<file path="config.mk">
export PLATFORM = sky130hd
export DESIGN_NAME = usb_out_ep_monitor
export DESIGN_NICKNAME = d
export VERILOG_FILES = /design/src/rtl/usb_out_ep_monitor.sv
export SDC_FILE = /design/constraint.sdc
export NUM_CORES = 1
export LEC_CHECK = 0
export ABC_AREA = 1
export ABC_CLOCK_PERIOD_IN_PS = 1050
export BUFFER_PORTS_ARGS = -buffer_cell sky130_fd_sc_hd__buf_2
export CAP_MARGIN = 20
export CORE_UTILIZATION = 34
export CTS_BUF_LIST = sky130_fd_sc_hd__clkbuf_8
export CTS_CLUSTER_DIAMETER = 80
export DETAILED_ROUTE_END_ITERATION = 8
export GPL_ROUTABILITY_DRIVEN = 0
export GPL_TIMING_DRIVEN = 0
export HOLD_SLACK_MARGIN = 0.08
export PLACE_DENSITY = 0.78
export SLEW_MARGIN = 25
export SYNTH_ARGS = -nofsm -noshare
export SYNTH_HDL_FRONTEND = slang
export SYNTH_SLANG_ARGS = --single-unit
</file>
<file path="constraint.sdc">
create_clock -name clk -period 1.05 [get_ports clk]
set_input_delay 0 -clock clk [delete_from_list [all_inputs] [get_ports clk]]
set_output_delay 0 -clock clk [all_outputs]
set_load 0.05 [all_outputs]
</file>
<file path="src/rtl/usb_out_ep_monitor.sv">
module usb_out_ep_monitor #(
  parameter int MPS_WORDS = 16,
  parameter int FREE_W    = 8
) (
  input  logic              clk,
  input  logic              rst_n,
  input  logic              tok_setup,
  input  logic              tok_out,
  input  logic              tok_in,
  input  logic              is_ctrl,
  input  logic [FREE_W-1:0] fifo_free,
  input  logic              pkt_done,
  input  logic              xfer_done,
  input  logic              dis_req,
  input  logic              wr_en,
  input  logic              wr_sel,
  input  logic [3:0]        wr_be,
  input  logic [31:0]       wr_data,
  output logic [31:0]       status,
  output logic              hs_valid,
  output logic              hs_nak,
  output logic              irq
);
  localparam logic [31:0] VALID = 32'h0000_005B;
  localparam logic [FREE_W:0] NEED = (FREE_W+1)'(MPS_WORDS);

  logic [31:0] flags, mask, set_v, clr_v;
  logic [1:0]  run_cnt;
  logic        in_setup, pend, drop;
  logic        data_tok, short_room, full_wr;

  assign data_tok   = tok_in | tok_out;
  assign short_room = {1'b0, fifo_free} < NEED;
  assign full_wr    = wr_en & (wr_be == 4'hF);
  assign clr_v      = (full_wr & ~wr_sel) ? wr_data : 32'h0;

  always_comb begin
    set_v    = 32'h0;
    set_v[0] = xfer_done;
    set_v[1] = dis_req;
    set_v[3] = data_tok & in_setup & is_ctrl;
    set_v[4] = tok_out & short_room;
    set_v[6] = tok_setup & is_ctrl & (run_cnt == 2'd3);
  end

  always_ff @(posedge clk or negedge rst_n) begin
    if (!rst_n) begin
      flags <= '0;
      mask  <= '0;
    end else begin
      flags <= ((flags & ~clr_v) | set_v) & VALID;
      if (full_wr && wr_sel) mask <= wr_data & VALID;
    end
  end

  always_ff @(posedge clk or negedge rst_n) begin
    if (!rst_n) begin
      run_cnt  <= '0;
      in_setup <= 1'b0;
    end else if (data_tok) begin
      run_cnt  <= '0;
      in_setup <= 1'b0;
    end else if (tok_setup) begin
      in_setup <= 1'b1;
      if (run_cnt != 2'd3) run_cnt <= run_cnt + 2'd1;
    end
  end

  always_ff @(posedge clk or negedge rst_n) begin
    if (!rst_n) begin
      pend     <= 1'b0;
      drop     <= 1'b0;
      hs_valid <= 1'b0;
      hs_nak   <= 1'b0;
    end else begin
      hs_valid <= pkt_done & pend;
      hs_nak   <= pkt_done & pend & drop;
      if (tok_out) begin
        pend <= 1'b1;
        drop <= short_room;
      end else if (tok_setup) begin
        pend <= 1'b1;
        drop <= 1'b0;
      end else if (pkt_done) begin
        pend <= 1'b0;
      end
    end
  end

  assign status = flags;
  assign irq    = |(flags & mask);
endmodule

</file>
## Word-level counts from Yosys, hierarchy flattened

Index checks and enable logic that the tools add are counted.

| word-level totals | value |
|---|---|
| register bits | 17 |
| bits of input ports | 55 |
| word-level logic and storage cells | 46 |

| cells by class | value |
|---|---|
| add/sub/neg operators | 1 |
| order comparisons | 1 |
| equal/unequal tests | 3 |
| muxes and demuxes | 11 |
| bitwise gates (word level) | 15 |
| reduce and logical (&&, ||, !) cells | 7 |

Operators by type and width:

| operator | count |
|---|---|
| 32-bit OR reduction | 1 |
| 7-bit bitwise AND | 2 |
| 1-bit bitwise AND | 9 |
| 8-bit by 5-bit < comparator with 1-bit output (second input constant) | 1 |
| 1-bit two-way mux | 7 |
| 7-bit two-way mux | 1 |
| 7-bit inverter | 1 |
| 7-bit bitwise OR | 1 |
| 2-bit two-way mux | 3 |
| 2-bit nonzero test | 3 |
| 4-bit == test (second input constant) | 1 |
| 3-bit nonzero test | 1 |
| 2-bit by 1-bit adder with 2-bit output (second input constant) | 1 |
| 2-bit == test (second input constant) | 1 |
| 2-bit inequality test (second input constant) | 1 |
| 2-bit AND reduction | 1 |
| 1-bit logical AND | 1 |
| 1-bit inverter | 1 |
| 1-bit bitwise OR | 1 |

## Logic depth before layout (Yosys ltp)

| logic depth | value |
|---|---|
| word-level depth | 7 |
| mapped depth | 5 |
| gate-level depth less buffers | 5 |

## Least setup slack after synthesis

No wires, ideal clock.

| path | value |
|---|---|
| kind | register -> output |
| start point | reg flags[3], in the netlist status[3] |
| end point | out irq |
| data arrival time | 1.165 ns |
| data required time | 1.050 ns |
| setup slack | -0.115 ns |
| cell stages (with the launch flop) | 4 |
| buffers on the path | 0 |
| cells stage by stage | dfrtp_1 nand2_1 nand4_1 a21o_1 |

| on the way | value |
|---|---|
| word-level cells in the longest chain between the ends | 2 |

Ends and longest elaborated chain:

| item | RTL line | text |
|---|---|---|
| start: declaration | 27 | `logic [31:0] flags, mask, set_v, clr_v;` |
| start signal: assignment | 51 | `flags <= ((flags & ~clr_v) \| set_v) & VALID;` |
| 7-bit bitwise AND | 91 | `assign irq = \|(flags & mask);` |
| 32-bit OR reduction | 91 |  |
| end: declaration | 22 | `output logic irq` |

Every way passes these cells.

## Worst setup path after layout

| path | value |
|---|---|
| start point | reg flags[1], in the netlist status[1] |
| end point | out irq |

The elaborated chain is that of the path after synthesis.

==> report_table.html <==
<table>
<tr><th>Metric</th><th>Value</th></tr>
<tr><th colspan="2">Synth</th></tr>
<tr><td>Leading cell types by total area after synthesis</td><td>sky130_fd_sc_hd__dfrtp_1 43%, sky130_fd_sc_hd__buf_4 21%, sky130_fd_sc_hd__nand2_1 9.2%, sky130_fd_sc_hd__inv_1 4.2%, sky130_fd_sc_hd__nand4_1 3.8%</td></tr>
<tr><td>Async SR Flop Fraction</td><td>100.0%</td></tr>
<tr><td>Library cell occupying the most area in the post-synthesis netlist</td><td>sky130_fd_sc_hd__dfrtp_1</td></tr>
<tr><td>Netlist Area Pre-Place</td><td>around 980 um2</td></tr>
<tr><td>Fraction of post-synthesis cell area in the top cell type by area</td><td>between 40% and 50%</td></tr>
<tr><td>Synth Register Bits</td><td>17</td></tr>
<tr><td>Mapped Cells</td><td>roughly 120</td></tr>
<tr><td>Mean post-synth cell area</td><td>between 8 and 9 um2</td></tr>
<tr><td>Most frequent cells after synthesis</td><td>27 x sky130_fd_sc_hd__buf_4, 24 x sky130_fd_sc_hd__nand2_1, 17 x sky130_fd_sc_hd__dfrtp_1, 11 x sky130_fd_sc_hd__inv_1, 7 x sky130_fd_sc_hd__nor2_1</td></tr>
<tr><td>Distinct cell type count after synthesis</td><td>20</td></tr>
<tr><td>Cell with the most instances after synthesis</td><td>sky130_fd_sc_hd__buf_4</td></tr>
<tr><td>Most frequently used flop master after synthesis</td><td>sky130_fd_sc_hd__dfrtp_1</td></tr>
<tr><td>Sequential element share of the synthesized area</td><td>between 40% and 50%</td></tr>
<tr><td>Ys Warns</td><td>0</td></tr>
<tr><td>Post-synth EDFFs</td><td>0</td></tr>
<tr><th colspan="2">Drt</th></tr>
<tr><td>DRC violations left</td><td>0</td></tr>
<tr><td>Pre-antenna DRT Iters</td><td>4</td></tr>
<tr><td>Vias after detailed routing</td><td>869</td></tr>
<tr><td>Starting DRT DRC Count</td><td>22</td></tr>
<tr><td>Total wirelength of the detailed-routed design</td><td>about 1.9 mm</td></tr>
<tr><td>Mean routed wirelength per cell</td><td>about 8.6 um</td></tr>
<tr><td>Detail Route Antenna Nets</td><td>0</td></tr>
<tr><td>Vias per cell</td><td>~3.8</td></tr>
<tr><th colspan="2">Floorplanning</th></tr>
<tr><td>Die height</td><td>around 56 um</td></tr>
<tr><td>X dimension of the die</td><td>between 50 and 60 um</td></tr>
<tr><td>I/O pin count</td><td>90</td></tr>
<tr><td>Core region area</td><td>0.002734 mm2</td></tr>
<tr><td>Initial Util</td><td>roughly 36%</td></tr>
<tr><td>Overall die area</td><td>roughly 0.0031 mm2</td></tr>
<tr><td>Row Count</td><td>19</td></tr>
<tr><th colspan="2">STA</th></tr>
<tr><td>Number of pins with negative max-slew slack in the final report</td><td>0</td></tr>
<tr><td>Clock Skews</td><td>approximately 2.6 ps</td></tr>
<tr><td>Unrepaired setup endpoints after global routing</td><td>yes</td></tr>
<tr><td>Post-route clock period utilization</td><td>110.4%</td></tr>
<tr><td>Fmax</td><td>862.7 MHz</td></tr>
<tr><td>Final Hold Fails</td><td>0</td></tr>
<tr><td>Worst Slack Setup Final</td><td>-109.1 ps</td></tr>
<tr><td>Final setup violation count</td><td>1</td></tr>
<tr><td>Final min period</td><td>1159 ps</td></tr>
<tr><th colspan="2">Place</th></tr>
<tr><td>Dpl cell area</td><td>around 0.0013 mm2</td></tr>
<tr><td>Number of buffers inserted by port buffering</td><td>31</td></tr>
<tr><td>DP Wirelength</td><td>about 1.4 mm</td></tr>
<tr><td>Setup Slack @ Placement</td><td>-5.464 ps</td></tr>
<tr><th colspan="2">Power and ir drop</th></tr>
<tr><td>Relative contribution of sequential cells to total power</td><td>between 30% and 40%</td></tr>
<tr><td>Max IR drop VDD</td><td>around 1.3 mV</td></tr>
<tr><td>Net switching component of the power</td><td>between 0.7 and 0.8 mW</td></tr>
<tr><td>Internal power consumption</td><td>approximately 1.2 mW</td></tr>
<tr><td>Relative contribution of combinational cells to total power</td><td>between 30 and 40%</td></tr>
<tr><td>Static power due to leakage</td><td>around 0.89 nW</td></tr>
<tr><td>Total power</td><td>1.958 mW</td></tr>
<tr><td>Pwr/cell area</td><td>approximately 1300 mW/mm2</td></tr>
<tr><td>Switching part of the total</td><td>~37%</td></tr>
<tr><td>Clock network fraction of design power</td><td>22.8%</td></tr>
<tr><th colspan="2">Global routing</th></tr>
<tr><td>Antenna violations before repair</td><td>0</td></tr>
<tr><td>Vias in the first global route</td><td>about 800</td></tr>
<tr><td>First-pass GRT wire length</td><td>between 3 and 4 mm</td></tr>
<tr><td>Overflow after GRT</td><td>0</td></tr>
<tr><td>Largest net degree at the start of global routing</td><td>18</td></tr>
<tr><td>Tot GR Track Use</td><td>approximately an eighth</td></tr>
<tr><th colspan="2">Setup path</th></tr>
<tr><td>Max stage delay on crit path</td><td>about 400 ps</td></tr>
<tr><td>Cell chain of the critical path</td><td>nand2_1 &gt; nand4_1 &gt; a21o_2 &gt; buf_6</td></tr>
<tr><td>CP Class</td><td>flip-flop to primary output</td></tr>
<tr><td>Worst EP arrival</td><td>approximately 1200 ps</td></tr>
<tr><td>Setup slack on the worst flop-to-flop path</td><td>approximately 30 ps</td></tr>
<tr><td>Maximum fanout encountered on the critical timing path</td><td>2</td></tr>
<tr><td>Max stage delay cell, worst path</td><td>sky130_fd_sc_hd__dfrtp_2</td></tr>
<tr><td>Required time of the worst setup path</td><td>between 1000 and 1500 ps</td></tr>
<tr><td>Kind of cell adding the most delay to the critical path</td><td>flip-flops</td></tr>
<tr><td>Kind of end point of the critical path</td><td>primary output</td></tr>
<tr><td>Type of origin of the critical path</td><td>flip-flop</td></tr>
<tr><td>Sum of buffers and inverters on the critical path</td><td>1</td></tr>
<tr><th colspan="2">CTS</th></tr>
<tr><td>TritonCTS buffer count</td><td>3</td></tr>
<tr><td>CTS tree</td><td>yes</td></tr>
<tr><td>H-tree level count</td><td>1</td></tr>
<tr><td>Cell at the root of the clock tree</td><td>sky130_fd_sc_hd__clkbuf_8</td></tr>
<tr><td>Clk Latency, worst-skew pair</td><td>between 200 and 250 ps</td></tr>
<tr><td>Clk pin slew, worst setup/hold paths</td><td>approximately 60 ps</td></tr>
<tr><td>Clk sinks</td><td>17</td></tr>
<tr><td>Clock buffer depth</td><td>2</td></tr>
<tr><th colspan="2">Cells and area</th></tr>
<tr><td>Multi-input combinational cell area</td><td>between 400 and 500 um2</td></tr>
<tr><td>Final non-filler cell area</td><td>about 0.0015 mm2</td></tr>
<tr><td>Layout cell share with drive strength beyond 1</td><td>39.49%</td></tr>
<tr><td>Total Nets Final</td><td>roughly 250</td></tr>
<tr><td>Flip-flop and latch area</td><td>430.4 um2</td></tr>
<tr><td>Diode count</td><td>0</td></tr>
<tr><td>P&amp;R area growth vs syn</td><td>57.16%</td></tr>
<tr><td>Filler Cells Inserted</td><td>238</td></tr>
<tr><th colspan="2">Hold path</th></tr>
<tr><td>Type of the most critical hold path</td><td>primary input to flip-flop</td></tr>
<tr><th colspan="2">Job</th></tr>
<tr><td>Max-capacitance violation count</td><td>0</td></tr>
<tr><th colspan="2">Outcome</th></tr>
<tr><td>Run status</td><td>complete, but fails checks</td></tr>
<tr><td>Violations in the final reports</td><td>setup timing</td></tr>
</table>
==> routing by layer <==
layer | vias up | GRT usage (%) | wire [um]
met5 | - | 0 | 0
met3 | 0 | 4.884 | 154
met2 | 39 | 24.61 | 1029
met1 | 365 | 13.60 | 759
li1 | 465 | - | -
met4 | 0 | 2.143 | 0
==> worst min-delay path, delay by kind of cell <==
kind,cells,cell delay (ps)
buf+inv,1,120
simple gates,1,120
compound gates,1,70
==> through the flow <==
step | setup TNS (ps) | hold slack, ps | cells | util [%]
after floorplan | 0 | -295.6 | 141 | -
after global placement | -0.4087 | -67.35 | 203 | 46.68
after detailed placement | -5.464 | -63.66 | 203 | 46.68
after CTS | -122.4 | 105.1 | 226 | 55.42
after global routing | -197.6 | 118.5 | 226 | 56.25
final | -109.1 | 107.9 | 226 | 56.25
==> sequential cells by signal, indices dropped and copies added, names as in the netlist <==
name,count
in_setup,1
pend,1
hs_valid,1
run_cnt,2
mask,5
status,5
hs_nak,1
drop,1
==> final cells by class <==
class | instances | share of cell area [%]
Clock buffer | 3 | 2.685
Sequential cell | 17 | 27.99
Timing Repair Buffer | 50 | 22.54
Inverter | 14 | 3.417
Tap cell | 31 | 2.522
Multi-Input combinational cell | 83 | 27.42
Buffer | 27 | 13.18
Clock inverter | 1 | 0.2441
==> layout by cell type (no fill, tap or decap), types with 3 or more instances in the layout <==
cell type	synthesis	routed
sky130_fd_sc_hd__buf_2	0	30
sky130_fd_sc_hd__buf_4	27	29
sky130_fd_sc_hd__conb_1	1	27
sky130_fd_sc_hd__nand2_1	24	24
sky130_fd_sc_hd__dlygate4sd3_1	0	17
sky130_fd_sc_hd__dfrtp_1	17	13
sky130_fd_sc_hd__inv_1	11	12
sky130_fd_sc_hd__nor2_1	7	7
sky130_fd_sc_hd__nand4_1	6	6
sky130_fd_sc_hd__o21ai_1	6	6
sky130_fd_sc_hd__dfrtp_2	0	4
sky130_fd_sc_hd__inv_2	3	3
sky130_fd_sc_hd__nand3_1	3	3
sky130_fd_sc_hd__clkbuf_8	0	3
==> timing repair <==
item,in CTS,in global routing
resized for setup,3,3
setup buffers,2,0
endpoints found under the hold margin,34,0
pin swaps,0,2
setup endpoints to repair,2,3
hold buffers,17,0
cloned,0,0
==> logic make-up (layout without fill, tap and decap cells) <==
kind of cell | count (synthesis) | in the layout | synth area share (%)
buf+inv | 41 | 95 | 26.09
compound gates | 9 | 9 | 4.859
simple gates | 45 | 45 | 23.02
flops | 17 | 17 | 43.48
other cells | 1 | 27 | 0.3833
fa+ha+maj | 1 | 1 | 1.279
xor+xnor | 1 | 1 | 0.8953
==> path summary, 6_finish.rpt <==
kind,end,from,depth (start not counted)
hold reg to reg,hs_valid$_DFF_PN0_,pend$_DFFE_PN0P_,2
hold / removal,mask[0]$_DFFE_PN0P_,wr_sel,3
setup / recovery,irq,status[1]$_DFF_PN0_,4
min in group asynchronous,mask[0]$_DFFE_PN0P_,rst_n,2
setup reg to reg,run_cnt[0]$_DFFE_PN0P_,run_cnt[0]$_DFFE_PN0P_,4
max in group asynchronous,status[4]$_DFF_PN0_,rst_n,2
==> power groups by stage <==
stage	clock network, mW	logic (mW)	registers, mW
3_5_place_dp	0	0.659	0.769
4_1_cts	0.474	0.746	0.755
3_3_place_gp	0	0.653	0.768
2_1_floorplan	0	0.463	0.841
6_report	0.447	0.753	0.757
5_1_grt	0.498	0.805	0.766
No activity file was read; power rests on OpenSTA's default activity.
